## src/rtl/sd_framer_pkg.sv

```systemverilog
package sd_framer_pkg;
  localparam int DEF_SYM_W = 5;
  localparam logic [DEF_SYM_W-1:0] DEF_J_CODE = 5'b11000;
  localparam logic [DEF_SYM_W-1:0] DEF_K_CODE = 5'b10001;
endpackage

```

## src/rtl/sd_sym_history.sv

```systemverilog
module sd_sym_history #(
  parameter int SYM_W = 5,
  parameter logic [SYM_W-1:0] J_CODE = 5'b11000,
  parameter logic [SYM_W-1:0] K_CODE = 5'b10001
) (
  input  logic             clk,
  input  logic             rst,
  input  logic [SYM_W-1:0] sym_in,
  output logic [SYM_W-1:0] prev_sym,
  output logic             jk_hit
);
  always_ff @(posedge clk) begin
    if (rst) prev_sym <= '0;
    else     prev_sym <= sym_in;
  end

  always_comb jk_hit = (prev_sym == J_CODE) && (sym_in == K_CODE);
endmodule

```

## src/rtl/sd_align_ctrl.sv

```systemverilog
module sd_align_ctrl (
  input  logic clk,
  input  logic rst,
  input  logic jk_hit,
  output logic aligned,
  output logic take_pair
);
  logic want_low;

  always_comb take_pair = jk_hit || (aligned && want_low);

  always_ff @(posedge clk) begin
    if (rst) begin
      aligned  <= 1'b0;
      want_low <= 1'b0;
    end else if (jk_hit) begin
      aligned  <= 1'b1;
      want_low <= 1'b0;
    end else if (aligned) begin
      want_low <= ~want_low;
    end
  end


  aligned_sticky_chk: assert property (@(posedge clk) disable iff (rst)
    aligned |=> aligned);
endmodule

```

## src/rtl/sd_pair_pack.sv

```systemverilog
module sd_pair_pack #(
  parameter int SYM_W = 5,
  localparam int PAIR_W = 2 * SYM_W
) (
  input  logic              clk,
  input  logic              rst,
  input  logic              take_pair,
  input  logic [SYM_W-1:0]  hi_sym,
  input  logic [SYM_W-1:0]  lo_sym,
  output logic [PAIR_W-1:0] pair_out,
  output logic              pair_valid
);
  always_ff @(posedge clk) begin
    if (rst) begin
      pair_out   <= '0;
      pair_valid <= 1'b0;
    end else begin
      pair_valid <= take_pair;
      if (take_pair) pair_out <= {hi_sym, lo_sym};
    end
  end
endmodule

```

## src/rtl/sd_pair_framer.sv

```systemverilog
module sd_pair_framer
  import sd_framer_pkg::*;
#(
  parameter int SYM_W = DEF_SYM_W,
  parameter logic [SYM_W-1:0] J_CODE = DEF_J_CODE,
  parameter logic [SYM_W-1:0] K_CODE = DEF_K_CODE,
  localparam int PAIR_W = 2 * SYM_W
) (
  input  logic              clk,
  input  logic              rst,
  input  logic [SYM_W-1:0]  sym_in,
  output logic [PAIR_W-1:0] pair_out,
  output logic              pair_valid,
  output logic              aligned
);
  logic [SYM_W-1:0] prev_sym;
  logic             jk_hit;
  logic             take_pair;

  sd_sym_history #(.SYM_W(SYM_W), .J_CODE(J_CODE), .K_CODE(K_CODE)) u_hist (
    .clk(clk), .rst(rst), .sym_in(sym_in), .prev_sym(prev_sym), .jk_hit(jk_hit)
  );

  sd_align_ctrl u_ctrl (
    .clk(clk), .rst(rst), .jk_hit(jk_hit), .aligned(aligned), .take_pair(take_pair)
  );

  sd_pair_pack #(.SYM_W(SYM_W)) u_pack (
    .clk(clk), .rst(rst), .take_pair(take_pair), .hi_sym(prev_sym), .lo_sym(sym_in),
    .pair_out(pair_out), .pair_valid(pair_valid)
  );


  valid_needs_align_chk: assert property (@(posedge clk) disable iff (rst)
    pair_valid |-> aligned);


  jk_emits_pair_chk: assert property (@(posedge clk) disable iff (rst)
    (prev_sym == J_CODE && sym_in == K_CODE) |=> (pair_valid && aligned && pair_out == {J_CODE, K_CODE}));


  align_rise_chk: assert property (@(posedge clk) disable iff (rst)
    $rose(aligned) |-> (pair_valid && pair_out == {J_CODE, K_CODE}));


  back_to_back_chk: assert property (@(posedge clk) disable iff (rst)
    (pair_valid && $past(pair_valid)) |-> (pair_out == {J_CODE, K_CODE}));
endmodule

```

## config.mk

```make
export PLATFORM = sky130hd
export DESIGN_NAME = sd_pair_framer
export DESIGN_NICKNAME = d
export VERILOG_FILES = /design/src/rtl/sd_framer_pkg.sv /design/src/rtl/sd_sym_history.sv /design/src/rtl/sd_align_ctrl.sv /design/src/rtl/sd_pair_pack.sv /design/src/rtl/sd_pair_framer.sv
export SDC_FILE = /design/constraint.sdc
export NUM_CORES = 1
export LEC_CHECK = 0
export CAP_MARGIN = 25
export CORE_ASPECT_RATIO = 0.8
export CORE_UTILIZATION = 40
export CTS_CLUSTER_DIAMETER = 50
export CTS_CLUSTER_SIZE = 24
export DETAILED_ROUTE_END_ITERATION = 10
export PLACE_DENSITY_LB_ADDON = 0.25
export SETUP_SLACK_MARGIN = 0.02
export SYNTH_ARGS = -nofsm -noshare
export SYNTH_HDL_FRONTEND = slang
export SYNTH_SLANG_ARGS = --single-unit
```

## constraint.sdc

```tcl
create_clock -name clk -period 1.7 [get_ports clk]
set_input_delay 0.34 -clock clk [delete_from_list [all_inputs] [get_ports clk]]
set_output_delay 0.34 -clock clk [all_outputs]
set_load 0.005 [all_outputs]
```

==> flow_metrics.tcl, run 1 <==
set metrics [dict create \
    status "complete, no violations" \
    relSlewSlack_pct 68.3 \
    cts-resized-gates 5 \
    routed-wl-met2_um 558 \
    cts_tree "done" \
    wirelength_um 1350 \
    cts_hold_buf 0 \
    rows 13 \
    grt_pass1_vias 531 \
    yosys_warnings 0 \
    slowest_delay_ns 0.54 \
    core_area_mm2 0.00163 \
    clk_pin_slew_ns 0.10 \
    rsz0062_at_grt "false" \
    slew_viol_final 0 \
    gp_congestion 0.823 \
    syn_area_per_cell_um2 9.47 \
    wl_per_cell_um 11.3 \
    critical_path_arrival_ns 1.79 \
    maxCapViolCount 0 \
    cts_sinks 18 \
    period_needed_ns 1.59 \
    synth_seq_area_share_pct 51.4 \
    slowest_stage "or4b_4" \
    hold_path_class "in -> reg" \
    setup_violations 0 \
    syn-instance-count 74 \
    met1_length_um 700 \
    ys_ff_latch 18 \
    routed_via_density 5.13 \
    pin_count 19 \
    post-route-period-util_pct 93.4 \
    worstMarginPinSlew_ns 0.475 \
    cts_inserted_buffers 3 \
    finalClockSkew_ns 0.00278 \
    path_cells "dlygate4sd2_1 > or4b_4 > or3_4 > and3b_1" \
    cp.buffers_inverters 1 \
    dp_cells 116 \
    clockBufferDepth 2 \
    routed.top_layer "met3" \
    cts-htree-levels 1 \
    met3WireLength_um 93 \
    synth_cell_types 23 \
    first_pass_iters 4 \
    insertion_delay_ns 0.29 \
    worst_slack_ns 0.112 \
    ir_drop_mv 0.968 \
    worstSetupStartpointType "input pin" \
    initialDrtViolationCount 7 \
    fin_cells 120 \
    die_area_mm2 0.00192 \
    start_util_pct 43.1 \
    finalNetCount 106 \
    antenna_cells 0 \
    gr-usage-all-layers_pct 17.0 \
    vias 616 \
    p_leak_uw 0.000364 \
    grt_antenna_before_repair 0 \
    port_buffers 18 \
    cts_setup_buffers 0 \
    crit_family "simple AND/OR/NAND/NOR gates" \
    grt_pass1_wl_um 2360 \
    cp.required_ns 1.90 \
    crit_path_max_fanout 7 \
    grt_overflow 0 \
    p_total_uw 776 \
    chipHeight_um 39.4 \
    die_w_um 48.8 \
    syn_nets 81 \
    dp_slack_ns -0.469 \
    max_freq_mhz 630 \
    layout-drive-gt1-share_pct 18.4 \
    grt_max_degree 16 \
    end_kind "register" \
    dp_hpwl_um 1030 \
    holdWs_ns 0.443 \
    syn_to_final_growth_pct 39.5 \
    hold_viol_final 0 \
    cts_root_buf "clkbuf_4" \
    ant_nets 0 \
    netlist_area_um2 701 \
    powerDensity_mw_per_mm2 794 \
    path_class "in -> reg" \
    drc 0 \
]
## cells in the mapped netlist, drive strengths merged
cell	n	area [um2]
nand3	2	10.0
dfxtp	18	360
and2	1	6.26
o311ai	6	52.6
and3b	1	8.76
nor2	6	22.5
o211ai	2	15.0
buf	3	20.0
nor2b	5	31.3
nand2b	1	6.26
a21oi	6	37.5
a31oi	2	12.5
xor2	1	8.76
a211oi	2	25.0
nand4bb	1	11.3
clkbuf	3	11.3
or4b	1	10.0
or3	1	6.26
inv	3	11.3
nand2	9	33.8
## cells by family after synthesis
| group | count (synthesis) | synth area share (%) |
|---|---|---|
| AO/OA/AOI/OAI | 18 | 20.4 |
| XOR/XNOR | 1 | 1.25 |
| buffers and inverters | 9 | 6.07 |
| flip-flops | 18 | 51.4 |
| AND/OR/NAND/NOR | 28 | 20.9 |
## flip-flops by register name (all words and copies together), names as in the netlist
| signal | cells |
|---|---|
| u_ctrl.want_low | 1 |
| u_pack.pair_out | 10 |
| u_pack.pair_valid | 1 |
| u_ctrl.aligned | 1 |
| u_hist.prev_sym | 5 |
## worst register-to-register path: stages, from the launching register on
cell and delay [ns]:
dfxtp_1 0.34, nand2b_1 0.17, or3_4 0.43, and3b_1 0.20
## report_power, final
group          switching, uW  internal [uW]  leakage [uW]
clock network            131            130     0.0000210
logic                   29.8           44.0      0.000196
registers               5.70            435      0.000147
total                    167            609      0.000364
## path summary, 6_finish.rpt
path	startpoint	endpoint	slack, ns	depth (start not counted)
worst max-delay path	sym_in[1]	u_ctrl.want_low$_SDFFE_PP0P_	0.11	4
worst min-delay path	sym_in[1]	u_hist.prev_sym[1]$_SDFF_PP0_	0.44	2
worst max register to register	u_hist.prev_sym[0]$_SDFF_PP0_	u_ctrl.want_low$_SDFFE_PP0P_	0.47	3
worst min register to register	u_hist.prev_sym[2]$_SDFF_PP0_	u_pack.pair_out[7]$_SDFFE_PP0P_	0.45	2
## metal layers
layer,track usage [%],vias up
li1,-,307
met1,22.1,288
met2,27.1,21
met3,6.98,0
met4,2.21,0
met5,0,-
## layout make-up
class                      instances  area (um2)
multi-input combinational         47         307
sequential                        18         360
clock buffer                       4        36.3
inverter                           3        11.3
fill                             148         649
timing repair buffer              26         235
tap                               22        27.5
## metrics by stage
stage / area [um2] / util [%] / setup TNS (ns)
final: 977 / 60.1 / 0
after floorplan: 711 / - / -0.0609
after global routing: 977 / 60.1 / 0
after global placement: 941 / 57.8 / -4.30
after detailed placement: 941 / 57.8 / -4.51
after CTS: 977 / 60.1 / 0
## cell usage in the layout, fill, tap and decap left out
cell             count
a31oi_1              2
buf_4                8
nand3_1              2
a21oi_1              4
and2_1               1
clkdlybuf4s50_1     14
nand2_1              9
a211oi_2             2
inv_1                3
nor2_1               6
clkbuf_4             3
a21oi_2              2
dfxtp_1             18
nor2b_1              5
o311ai_1             6
nand4bb_1            1
dlygate4sd2_1        4
o211ai_1             2
or3_4                1
xor2_1               1
or4b_4               1
clkbuf_8             1
nand2b_1             1
and3b_1              1
(Power assumes the default switching activity.)
==> inputs of run 2 (changes only) <==
ABC_AREA = 1   (was unset)
CAP_MARGIN = 15   (was 25)
==> flow_metrics.tcl, run 2 <==
set metrics [dict create \
    powerDensity_mw_per_mm2 693 \
    synth_edf_count 0 \
    finalClockSkew_ns 0.000461 \
    cts-resized-gates 0 \
    post-route-period-util_pct 89.9 \
    seq_power_share_pct 63.0 \
    slowest_delay_ns 0.52 \
    largest_register_ffs 10 \
    syn_nets 106 \
    clk_pin_slew_ns 0.10 \
    synthFlopType "dfxtp_1" \
    relSlewSlack_pct 81.8 \
    rsz0062_at_grt "false" \
    ys_ff_latch 18 \
    regMostFlops "u_pack.pair_out" \
    syn_to_final_growth_pct 29.7 \
    setup_violations 0 \
    cts_root_buf "clkbuf_4" \
    cts_hold_buf 0 \
    port_buffers 18 \
    core_area_mm2 0.00171 \
    die_w_um 50.8 \
    initialDrtViolationCount 10 \
    grt_overflow 0 \
    insertion_delay_ns 0.29 \
    switchingPower_uw 154 \
    maxCapViolCount 0 \
    rows 13 \
    ir_drop_mv 0.520 \
    cp.buffers_inverters 1 \
    syn-instance-count 99 \
    syn_area_per_cell_um2 7.70 \
    pin_count 19 \
    cts_sinks 18 \
    fillers 165 \
    yosys_warnings 0 \
    cts_inserted_buffers 3 \
    synth_area_leaders "dfxtp_1, nand3_2, inv_1, a21oi_1, nand2_1" \
    layout-drive-gt1-share_pct 16.0 \
    path_cells "clkdlybuf4s50_1" \
    slew_viol_final 0 \
    ant_nets 0 \
    cp-startpoint "u_ctrl.aligned$_SDFFE_PP0P_" \
    hp-start "u_ctrl.aligned$_SDFFE_PP0P_" \
    chipHeight_um 41.0 \
    path_class "reg -> out" \
    grt_pass1_wl_um 2130 \
    gr-usage-all-layers_pct 15.3 \
    yosysTopAreaCell "dfxtp_1" \
    reg_top3 "u_pack.pair_out: 10 flops, u_hist.prev_sym: 5 flops" \
    slowest_stage "clkdlybuf4s50_1" \
    dp_hpwl_um 964 \
    crit_path_max_fanout 4 \
    cts_setup_buffers 0 \
    period_needed_ns 1.53 \
    hold_path_class "reg -> reg" \
    max_freq_mhz 654 \
    synth_top_area_share_pct 47.3 \
    holdWs_ns 0.486 \
    cp.required_ns 1.36 \
    worstSetupStartpointType "register" \
    die_area_mm2 0.00208 \
    cts_tree "done" \
    p_leak_uw 0.000523 \
    netlist_area_um2 762 \
    drc 0 \
    cts-htree-levels 1 \
    critical_path_arrival_ns 1.19 \
    end_kind "primary output" \
    reg2reg_from "u_ctrl.aligned$_SDFFE_PP0P_" \
    grt_max_degree 14 \
    grt_pass1_vias 492 \
    synth_cell_types 13 \
    vias 619 \
    worstMarginPinSlew_ns 0.273 \
    async_flop_share_pct 0 \
    clockBufferDepth 2 \
    synth_seq_area_share_pct 47.3 \
    first_pass_iters 4 \
    start_util_pct 44.6 \
    finalNetCount 128 \
    grt_antenna_before_repair 0 \
    status "complete, no violations" \
    crit_family "buffers and inverters" \
    hold_viol_final 0 \
    combinationalPowerShare_pct 5.9 \
    antenna_cells 0 \
    gp_congestion 0.789 \
    swShare_pct 22.5 \
    clkPwrFrac_pct 31.1 \
    wirelength_um 1350 \
    wl_per_cell_um 9.57 \
    routed_via_density 4.39 \
    synth_common_cells "dfxtp_1, inv_1, nand2_1" \
    final_cell_mix "inv_1, clkdlybuf4s50_1, dfxtp_1, nand2_1, nor2_1" \
    fin_tns_setup_ns 0 \
    intPower_uw 531 \
]
## run 2: power by group through the flow
stage | Sequential, uW | Combinational [uW] | Clock [uW]
3_5_place_dp | 441 | 40.2 | 0
4_1_cts | 431 | 40.8 | 220
2_1_floorplan | 440 | 18.4 | 0
5_1_grt | 433 | 44.2 | 236
3_3_place_gp | 441 | 40.1 | 0
6_report | 431 | 40.3 | 213
## run 2: per-stage QoR
stage	cell area [um2]	utilization (%)	setup slack, ns	std cells	total power [uW]
6_report	988	57.9	0.171	141	685
5_1_grt	988	57.9	0.119	141	713
4_1_cts	988	57.9	0.158	141	692
3_5_place_dp	966	56.6	0.125	138	481
3_3_place_gp	966	56.6	0.141	138	481
2_1_floorplan	762	-	0.664	99	459
## run 2: logic make-up (layout without fill, tap and decap cells)
family	Yosys count	count (layout)	synth area share, %
and+or+nand+nor	43	43	29.9
DFF	18	18	47.3
buffers and inverters	25	45	14.3
AOI/OAI and AO/OA	13	13	8.54
## run 2: metal layers
layer,global-route usage (%),wire length [um]
met1,17.9,689
met5,0,0
met4,8.33,25
met2,23.0,550
met3,8.15,84
## run 2: layout make-up
type / count / area, um2 / area share (%)
clock buffer: 3 / 22.5 / 2.28
inverter: 20 / 75.1 / 7.59
tap: 22 / 27.5 / 2.78
multi-input combinational: 56 / 293 / 29.6
sequential: 18 / 360 / 36.5
timing repair buffer: 22 / 210 / 21.3
## run 2: worst paths after layout
kind,endpoint,slack [ns],depth (start not counted)
worst max-delay path,aligned,0.17,1
worst min register to register,u_ctrl.aligned$_SDFFE_PP0P_,0.49,2
worst min-delay path,u_ctrl.aligned$_SDFFE_PP0P_,0.49,2
worst max register to register,u_pack.pair_out[1]$_SDFFE_PP0P_,0.56,4
==> inputs of run 3 (changes only) <==
CORE_MARGIN = 10   (was unset)
==> flow_metrics.tcl, run 3 (synthesized netlist as in run 2, its figures left out) <==
set metrics [dict create \
    routed_via_density 4.28 \
    slew_viol_final 0 \
    rsz0062_at_grt "false" \
    gp_congestion 0.848 \
    crit_path_max_fanout 4 \
    period_needed_ns 1.54 \
    min_to "u_ctrl.aligned$_SDFFE_PP0P_" \
    ant_nets 0 \
    largest_register_ffs 10 \
    gr-usage-all-layers_pct 8.09 \
    syn_to_final_growth_pct 30.0 \
    grt_antenna_before_repair 0 \
    powerDensity_mw_per_mm2 690 \
    use_met3_pct 6.05 \
    setup_violations 0 \
    status "complete, no violations" \
    die_area_mm2 0.00406 \
    worstMarginPinSlew_ns 0.308 \
    fin_tns_setup_ns 0 \
    port_buffers 18 \
    cts_hold_buf 0 \
    holdWs_ns 0.495 \
    grt_pass1_wl_um 2530 \
    p_leak_uw 0.000523 \
    ir_drop_mv 0.414 \
    initialDrtViolationCount 7 \
    hold_path_class "reg -> reg" \
    finalClockSkew_ns 0.00403 \
    dp_hpwl_um 1160 \
    end_kind "primary output" \
    path_class "reg -> out" \
    crit_family "buffers and inverters" \
    cts_inserted_buffers 3 \
    cts_sinks 18 \
    top_usage_layer "met2" \
    post-route-period-util_pct 90.4 \
    path_cells "clkdlybuf4s50_1" \
    cts-htree-levels 1 \
    start_util_pct 41.4 \
    critical_path_arrival_ns 1.20 \
    insertion_delay_ns 0.29 \
    reg2reg_to "u_pack.pair_out[7]$_SDFFE_PP0P_" \
    antenna_cells 0 \
    rows 14 \
    core_area_mm2 0.00184 \
    cts-resized-gates 0 \
    reg_top3 "u_pack.pair_out: 10 flops, u_hist.prev_sym: 5 flops" \
    cts_root_buf "clkbuf_4" \
    pin_count 19 \
    regMostFlops "u_pack.pair_out" \
    relSlewSlack_pct 79.4 \
    chipHeight_um 59.0 \
    first_pass_iters 4 \
    r2r_cells 4 \
    grt_pass1_vias 572 \
    use_met1_pct 9.92 \
    maxCapViolCount 0 \
    wirelength_um 1510 \
    clockBufferDepth 2 \
    reg2reg_from "u_ctrl.aligned$_SDFFE_PP0P_" \
    die_w_um 68.8 \
    r2r_slack_ns 0.51 \
    cts_setup_buffers 0 \
    worstSetupStartpointType "register" \
    max_freq_mhz 651 \
    p_total_uw 684 \
    slowest_delay_ns 0.52 \
    use_met2_pct 11.4 \
    grt_overflow 0 \
    vias 612 \
    drc 0 \
    hp-start "u_ctrl.aligned$_SDFFE_PP0P_" \
    cp.buffers_inverters 1 \
    grt_max_degree 13 \
    finalNetCount 128 \
    hold_path_depth 2 \
    slowest_stage "clkdlybuf4s50_1" \
    cts_tree "done" \
    fillers 191 \
    cp.required_ns 1.36 \
    clk_pin_slew_ns 0.10 \
    final_cell_mix "inv_1, clkdlybuf4s50_1, dfxtp_1, nand2_1, nor2_1" \
    hold_viol_final 0 \
    layout-drive-gt1-share_pct 16.0 \
    wl_per_cell_um 10.6 \
]
==> run 3: cell counts in the layout (fill, tap and decap cells not counted) <==
No cell type changed its count.
==> run 3: final cells by class <==
type                       instances  area, um2  area share [%]
clock buffer                       3       22.5            2.27
inverter                          20       75.1            7.58
multi-input combinational         56        293            29.5
sequential                        18        360            36.4
timing repair buffer              22        210            21.2
tap                               24       30.0            3.03
==> run 3: per-layer routing <==
metal,vias to the layer above,share of wire [%]
met5,-,0
met4,0,0.79
met3,2,12
met2,16,40
met1,256,47
li1,338,-
==> run 3: worst max-delay path by stage <==
| stage | slack (ns) | cells past startpoint | endpoint | from |
|---|---|---|---|---|
| after floorplan | 0.66 | 7 | u_pack.pair_out[1]$_SDFFE_PP0P_ | sym_in[3] |
| after CTS | 0.15 | 1 | aligned | u_ctrl.aligned$_SDFFE_PP0P_ |
| after detailed placement | 0.12 | 8 | u_pack.pair_out[7]$_SDFFE_PP0P_ | sym_in[1] |
| after global placement | 0.12 | 8 | u_pack.pair_out[5]$_SDFFE_PP0P_ | sym_in[1] |
| after global routing | 0.11 | 1 | aligned | u_ctrl.aligned$_SDFFE_PP0P_ |
| final | 0.16 | 1 | aligned | u_ctrl.aligned$_SDFFE_PP0P_ |
==> run 3: stage by stage <==
stage / util, % / setup WS, ns / std cells / instance area [um2]
after floorplan: - / 0.664 / 99 / 762
after global placement: 52.7 / 0.121 / 140 / 968
after detailed placement: 52.7 / 0.122 / 140 / 968
after CTS: 53.9 / 0.148 / 143 / 991
after global routing: 53.9 / 0.114 / 143 / 991
final: 53.9 / 0.164 / 143 / 991
==> run 3: power breakdown <==
part | switching [uW] | leakage (uW) | internal, uW
logic | 20.0 | 0.000363 | 20.2
clock network | 129 | 0.0000138 | 82.4
registers | 3.40 | 0.000146 | 428
